[src/rtl/adc_tseq_pkg.sv]
package adc_tseq_pkg;

  typedef enum logic [2:0] {
    ST_IDLE,
    ST_STAB,
    ST_LAT,
    ST_CONV,
    ST_WAIT,
    ST_ARMED
  } seq_state_t;

  typedef enum logic [1:0] {
    PH_IDLE  = 2'd0,
    PH_SETUP = 2'd1,
    PH_CONV  = 2'd2,
    PH_WAIT  = 2'd3
  } phase_t;

endpackage

[src/rtl/adc_tseq_len_dec.sv]
module adc_tseq_len_dec #(
  parameter int SEL_W     = 4,
  parameter int NUM_CODES = 12,
  parameter int STEP      = 26,
  parameter int LEN_W     = 9
) (
  input  logic [SEL_W-1:0] sel_i,
  output logic [LEN_W-1:0] len_o,
  output logic             legal_o
);

  localparam int NUM_SEL = 2 ** SEL_W;
  localparam logic [SEL_W:0] CODE_LIM = (SEL_W + 1)'(NUM_CODES);

  logic [LEN_W-1:0] len_tab [NUM_SEL];

  for (genvar g = 0; g < NUM_SEL; g++) begin : g_tab
    if (g < NUM_CODES) begin : g_legal
      assign len_tab[g] = LEN_W'((g + 1) * STEP);
    end else begin : g_prohib
      assign len_tab[g] = '0;
    end
  end

  assign len_o   = len_tab[sel_i];
  assign legal_o = ({1'b0, sel_i} < CODE_LIM);

endmodule

[src/rtl/adc_tseq_fsm.sv]
module adc_tseq_fsm
  import adc_tseq_pkg::*;
#(
  parameter int STAB_CYC = 64,
  parameter int LAT_CYC  = 3,
  parameter int WAIT_CYC = 8,
  parameter int CNT_W    = 9
) (
  input  logic             clk,
  input  logic             rst_n,
  input  logic             enable_i,
  input  logic             code_ok_i,
  input  logic             evt_i,
  input  logic [CNT_W-1:0] conv_len_i,
  output seq_state_t       state_o,
  output logic             eoc_o,
  output logic             err_o
);

  localparam logic [CNT_W-1:0] STAB_LAST = CNT_W'(STAB_CYC - 1);
  localparam logic [CNT_W-1:0] LAT_LAST  = CNT_W'(LAT_CYC - 1);
  localparam logic [CNT_W-1:0] WAIT_LAST = CNT_W'(WAIT_CYC - 1);

  seq_state_t       state_q, state_d;
  logic [CNT_W-1:0] cnt_q, cnt_d, lim_last;
  logic             cnt_en, at_end;
  logic             eoc_q, eoc_d, err_q, err_d;

  // terminal count of the phase in progress
  always_comb begin
    case (state_q)
      ST_STAB: lim_last = STAB_LAST;
      ST_LAT:  lim_last = LAT_LAST;
      ST_CONV: lim_last = conv_len_i - CNT_W'(1);
      ST_WAIT: lim_last = WAIT_LAST;
      default: lim_last = '0;
    endcase
  end

  assign at_end = (cnt_q >= lim_last);

  always_comb begin
    state_d = state_q;
    cnt_d   = '0;
    eoc_d   = 1'b0;
    err_d   = err_q;
    if (!enable_i) begin
      state_d = ST_IDLE;
      err_d   = 1'b0;
    end else if (!code_ok_i) begin
      state_d = ST_IDLE;
      err_d   = 1'b1;
    end else if (err_q) begin
      state_d = ST_IDLE;
    end else begin
      case (state_q)
        ST_IDLE: state_d = ST_STAB;
        ST_STAB: begin
          if (evt_i)       cnt_d = '0;
          else if (at_end) state_d = ST_CONV;
          else             cnt_d = cnt_q + CNT_W'(1);
        end
        ST_LAT: begin
          if (evt_i)       cnt_d = '0;
          else if (at_end) state_d = ST_CONV;
          else             cnt_d = cnt_q + CNT_W'(1);
        end
        ST_CONV: begin
          if (evt_i)       state_d = ST_LAT;
          else if (at_end) state_d = ST_WAIT;
          else             cnt_d = cnt_q + CNT_W'(1);
        end
        ST_WAIT: begin
          if (evt_i) begin
            state_d = ST_LAT;
          end else if (at_end) begin
            state_d = ST_ARMED;
            eoc_d   = 1'b1;
          end else begin
            cnt_d = cnt_q + CNT_W'(1);
          end
        end
        ST_ARMED: if (evt_i) state_d = ST_LAT;
        default:  state_d = ST_IDLE;
      endcase
    end
  end

  assign cnt_en = (cnt_d != cnt_q);

  always_ff @(posedge clk or negedge rst_n) begin
    if (!rst_n) begin
      state_q <= ST_IDLE;
      cnt_q   <= '0;
      eoc_q   <= 1'b0;
      err_q   <= 1'b0;
    end else begin
      state_q <= state_d;
      if (cnt_en) cnt_q <= cnt_d;
      eoc_q   <= eoc_d;
      err_q   <= err_d;
    end
  end

  assign state_o = state_q;
  assign eoc_o   = eoc_q;
  assign err_o   = err_q;


  stab_reinsert_chk: assert property (@(posedge clk) disable iff (!rst_n)
    (state_q == ST_STAB && evt_i && enable_i && code_ok_i && !err_q)
      |=> (state_q == ST_STAB && cnt_q == '0));


  lat_restart_chk: assert property (@(posedge clk) disable iff (!rst_n)
    (state_q == ST_LAT && evt_i && enable_i && code_ok_i && !err_q)
      |=> (state_q == ST_LAT && cnt_q == '0));


  eoc_single_chk: assert property (@(posedge clk) disable iff (!rst_n)
    eoc_q |=> !eoc_q);

endmodule

[src/rtl/adc_tseq.sv]
module adc_tseq
  import adc_tseq_pkg::*;
#(
  parameter int SEL_W     = 4,
  parameter int NUM_CODES = 12,
  parameter int CONV_STEP = 26,
  parameter int STAB_CYC  = 64,
  parameter int LAT_CYC   = 3,
  parameter int WAIT_CYC  = 8
) (
  input  logic             clk,
  input  logic             rst_n,
  input  logic             enable,
  input  logic [SEL_W-1:0] tsel,
  input  logic             cfg_wr,
  input  logic             trig_sw,
  input  logic             trig_ext,
  input  logic             trig_tmr,
  output logic [1:0]       phase,
  output logic             conv_active,
  output logic             eoc_irq,
  output logic             cfg_err
);

  localparam int MAX_CONV = NUM_CODES * CONV_STEP;
  localparam int MAX_A    = (MAX_CONV > STAB_CYC) ? MAX_CONV : STAB_CYC;
  localparam int MAX_B    = (MAX_A > WAIT_CYC) ? MAX_A : WAIT_CYC;
  localparam int MAX_C    = (MAX_B > LAT_CYC) ? MAX_B : LAT_CYC;
  localparam int CNT_W    = $clog2(MAX_C + 1);

  // reset: asserted at once, released on a clock edge
  logic [1:0] rst_sync_q;
  logic       rst_n_s;

  always_ff @(posedge clk or negedge rst_n) begin
    if (!rst_n) rst_sync_q <= 2'b00;
    else        rst_sync_q <= {rst_sync_q[0], 1'b1};
  end

  assign rst_n_s = rst_sync_q[1];

  logic             evt;
  logic             code_ok;
  logic [CNT_W-1:0] conv_len;
  seq_state_t       state;
  logic             eoc_raw;
  phase_t           phase_w;

  assign evt = cfg_wr | trig_sw | trig_ext | trig_tmr;

  adc_tseq_len_dec #(
    .SEL_W    (SEL_W),
    .NUM_CODES(NUM_CODES),
    .STEP     (CONV_STEP),
    .LEN_W    (CNT_W)
  ) i_len_dec (
    .sel_i  (tsel),
    .len_o  (conv_len),
    .legal_o(code_ok)
  );

  adc_tseq_fsm #(
    .STAB_CYC(STAB_CYC),
    .LAT_CYC (LAT_CYC),
    .WAIT_CYC(WAIT_CYC),
    .CNT_W   (CNT_W)
  ) i_fsm (
    .clk       (clk),
    .rst_n     (rst_n_s),
    .enable_i  (enable),
    .code_ok_i (code_ok),
    .evt_i     (evt),
    .conv_len_i(conv_len),
    .state_o   (state),
    .eoc_o     (eoc_raw),
    .err_o     (cfg_err)
  );

  always_comb begin
    case (state)
      ST_STAB, ST_LAT: phase_w = PH_SETUP;
      ST_CONV:         phase_w = PH_CONV;
      ST_WAIT:         phase_w = PH_WAIT;
      default:         phase_w = PH_IDLE;
    endcase
  end

  assign phase       = phase_w;
  assign conv_active = (state == ST_CONV);
  assign eoc_irq     = eoc_raw & enable;


  disable_idle_chk: assert property (@(posedge clk) disable iff (!rst_n_s)
    !enable |=> (phase == 2'd0 && !conv_active));


  err_holds_idle_chk: assert property (@(posedge clk) disable iff (!rst_n_s)
    (cfg_err && enable) |-> (phase == 2'd0));


  conv_after_setup_chk: assert property (@(posedge clk) disable iff (!rst_n_s)
    $rose(conv_active) |-> ($past(phase) == 2'd1));


  irq_after_wait_chk: assert property (@(posedge clk) disable iff (!rst_n_s)
    eoc_irq |-> ($past(phase) == 2'd3));

endmodule

[config.mk]
export PLATFORM = sky130hd
export DESIGN_NAME = adc_tseq
export DESIGN_NICKNAME = d
export VERILOG_FILES = /design/src/rtl/adc_tseq_pkg.sv /design/src/rtl/adc_tseq_len_dec.sv /design/src/rtl/adc_tseq_fsm.sv /design/src/rtl/adc_tseq.sv
export SDC_FILE = /design/constraint.sdc
export NUM_CORES = 1
export LEC_CHECK = 0
export BUFFER_PORTS_ARGS = -buffer_cell sky130_fd_sc_hd__buf_4
export CORE_MARGIN = 2
export CORE_UTILIZATION = 58
export DETAILED_ROUTE_END_ITERATION = 6
export HOLD_SLACK_MARGIN = 0.15
export PLACE_DENSITY_LB_ADDON = 0.3
export SKIP_LAST_GASP = 1
export SLEW_MARGIN = 25
export SYNTH_ARGS = -nofsm -noshare
export SYNTH_HDL_FRONTEND = slang
export SYNTH_SLANG_ARGS = --single-unit
export TNS_END_PERCENT = 1
[constraint.sdc]
create_clock -name clk -period 1.5 [get_ports clk]
set_clock_uncertainty 0.05 [all_clocks]
set_input_delay 0.075 -clock clk [delete_from_list [all_inputs] [get_ports clk]]
set_output_delay 0.075 -clock clk [all_outputs]
set_load 0.01 [all_outputs]
==> metrics.cfg <==
[run_status]
status = finished, violations left
violations = setup timing

[critical_path]
worstSetupPathType = input pin to flop
cp-endpoint = i_fsm.state_o[1]$_DFFE_PN0P_
cp-start-kind = input pin
cp_max_fo = 5
worst_path_max_delay_cell = ha_1
arrival_ns = 2.61
crit_start = tsel[0]
reg2reg_to = i_fsm.state_o[1]$_DFFE_PN0P_
critPathMaxStageDelay_ns = 0.28
r2r_cells = 11
critPathRequiredTime_ns = 1.64
timing.rr.start = i_fsm.state_o[0]$_DFFE_PN0P_
cp_common_cell = buf_4
crit_path_end_kind = flop
worst-path-buf-inv = 5
crit_chain = buf_12 -> buf_4 -> a21oi_1 -> inv_1 -> ha_2 -> buf_4 -> buf_4 -> xor2_1 -> a21o_1 -> ha_1 -> nand2_1 -> nor2_2 -> a21oi_2 -> a21oi_2 -> mux2i_1 -> o31ai_1
cpLargestDelayFamily = compound AO/OA/AOI/OAI gates
r2r_slack_ns = -0.87
path_depth = 16

[sta]
finalCriticalPeriod_ns = 2.48
setup_ws_ns = -0.976
finalHoldViolCount = 0
fin_crit_sh = 1.65
rsz0062_at_grt = true
fmax_mhz = 404
slew_violations = 0
final.setup.tns_ns = -11.50
finalSetupViolCount = 15
tightestPinTransition_ns = 0.633
hold_slack_ns = 0.201
relSlewSlack = 0.578

[die]
dieWidth_um = 53.0
dieArea_sq_mm = 0.00280
io-pin-count = 16
initial_core_util = 0.622
core_sq_mm = 0.00223
rows = 17
die_y_um = 53.0

[yosys]
ys_ff_latch = 16
synthesis.area_sq_mm = 0.00139
synthTopCellsByCount = nor2_1, ha_1, a21oi_1, dfrtp_1, nand2_1
synthArstFlopShare = 1.00
yosysUniqueCellTypes = 37
yosysMostFrequentCell = nor2_1
seq_area_frac_synth = 0.288
syn_inst = 165
synth_edf_count = 0
yosys.area.top_type = dfrtp_1
synth_top_area_frac = 0.288
ys.flop_type = dfrtp_1
yosys_warnings = 0
synthTopCellsByArea = dfrtp_1, ha_1, xor2_1
synth.avg_cell_area_sq_um = 8.42
syn-num-nets = 193

[global_routing]
grt_use_total = 0.317
grt_max_degree = 15
antenna_found_initial = 0
grt_first_pass_wirelength_um = 6350
grt_pass1_vias = 1503
grt.overflow.total = 0

[route]
drc = 0
drt-initial-drc-count = 87
vias_per_cell = 6.17
wirelength_um = 5020
postRouteAntennaNets = 0
dr_total_vias = 1543
wire_per_inst_um = 20.1
drtPass1Iterations = 4

[clocking]
clock_sinks = 16
cts.clk_slew.worst_paths_ns = 0.10
cts_root_buf = clkbuf_4
clkLatencyLatePin_ns = 0.30
cts_max_level = 1
cts_max_path_buffers = 2
cts_made_buffers = 3
cts_tree = built

[pwr]
p_switching_w = 0.000384
power_density_mw_per_mm2 = 563
p_seq_frac = 0.386
ir_worst_vdd_mv = 0.608
p_leak_nw = 0.981
comb_power_share = 0.358
pwr-share-clk = 0.257
intPower_w = 0.000788
swShare = 0.328

[placement]
portBuffers = 15
hpwl_um = 2730
place_congestion = 0.862

[finish]
layout-drive-gt1-share = 0.423
diodes = 0
area_growth_pct = 49.9
finalNetCount = 251
fin_util = 0.933

[worst_hold_path]
hp-class = input pin to flop

[job]
max_cap_viol_count = 0

-- worst min path at each step --
| stage | from | slack [ns] | end | cells after the start |
|---|---|---|---|---|
| after floorplan | rst_n | -0.27 | rst_sync_q[0]$_DFF_PN0_ | 0 |
| after global placement | rst_n | -0.19 | rst_sync_q[0]$_DFF_PN0_ | 1 |
| after detailed placement | rst_n | -0.19 | rst_sync_q[1]$_DFF_PN0_ | 1 |
| after CTS | tsel[3] | 0.16 | i_fsm.err_o$_DFFE_PN0P_ | 4 |
| after global routing | tsel[3] | 0.22 | i_fsm.err_o$_DFFE_PN0P_ | 4 |
| final | trig_ext | 0.20 | i_fsm.state_o[0]$_DFFE_PN0P_ | 4 |
-- cell usage in the layout, fill, tap and decap left out, types with 4 or more instances in the layout --
cell / netlist / layout
nor3_1: 5 / 5
nand2b_4: 0 / 4
a21o_1: 4 / 4
nand2_1: 14 / 11
a21oi_1: 16 / 13
ha_4: 0 / 5
buf_4: 0 / 54
dfrtp_1: 16 / 15
xor2_1: 10 / 10
o21ai_0: 6 / 5
ha_1: 17 / 11
inv_1: 7 / 4
nor2_1: 18 / 16
nand3_1: 7 / 7
-- what timing repair did --
action	in CTS	in global routing
pin swaps	9	8
endpoints found under the setup margin	15	16
endpoints found under the hold margin	7	0
buffers inserted	2	3
hold buffers	3	0
gates resized for setup	14	13
-- worst register-to-register path, stage by stage, from the launching register on --
cell and delay, ns:
dfrtp_1 0.45, buf_4 0.16, nor3_1 0.05, a21oi_1 0.15, o21ai_0 0.19, ha_1 0.32
nand2_1 0.04, o21ai_0 0.18, a21oi_2 0.11, a21oi_2 0.17, mux2i_1 0.27, o31ai_1 0.11
-- flip-flops by register name (all words and copies together) (netlist names) --
signal,cells
i_fsm.err_o,1
i_fsm.cnt_q,9
i_fsm.state_o,3
i_fsm.eoc_o,1
rst_sync_q,2
-- layout make-up --
cell class                      instances  area (sq um)
Clock buffer                            4          36.3
Fill cell                              72           150
Inverter                                8          50.0
Multi-Input combinational cell        135          1080
Sequential cell                        16           402
Tap cell                               28          35.0
Timing Repair Buffer                   59           475
-- routing by layer --
| metal | vias up | routed length [um] | part of all wire | GRT usage |
|---|---|---|---|---|
| li1 | 684 | - | - | - |
| met1 | 725 | 1770 | 0.35 | 0.332 |
| met2 | 101 | 2600 | 0.52 | 0.583 |
| met3 | 33 | 359 | 0.071 | 0.0424 |
| met4 | 0 | 289 | 0.058 | 0.205 |
| met5 | - | 0 | 0 | 0 |
-- stage by stage --
| step | worst slack (ns) | std cells | total power (W) | area [sq um] |
|---|---|---|---|---|
| final | -0.976 | 250 | 0.00117 | 2080 |
| after CTS | -0.680 | 247 | 0.00108 | 1990 |
| after global routing | -1.09 | 250 | 0.00120 | 2080 |
| after floorplan | -0.681 | 165 | 0.000656 | 1500 |
| after detailed placement | -1.03 | 238 | 0.000769 | 1850 |
| after global placement | -0.970 | 238 | 0.000757 | 1850 |
-- cells by family (layout without fill, tap and decap cells) --
group           count (synthesis)  in the layout  synth area share
xor+xnor                       13             13            0.0819
compound gates                 35             35             0.149
other cells                     1              1           0.00270
simple gates                   65             65             0.235
buf+inv                        14             71            0.0522
flops                          16             16             0.288
mux                             4              4            0.0378
fa+ha+maj                      17             17             0.153
-- power groups by stage --
stage / clock network, W / logic, W / registers, W
detailed placement: 0 / 0.000309 / 0.000460
floorplan: 0 / 0.000200 / 0.000455
global placement: 0 / 0.000298 / 0.000459
CTS: 0.000294 / 0.000337 / 0.000452
finish: 0.000301 / 0.000419 / 0.000452
global route: 0.000304 / 0.000439 / 0.000454
Note: power is estimated with default switching activity, not from simulation.
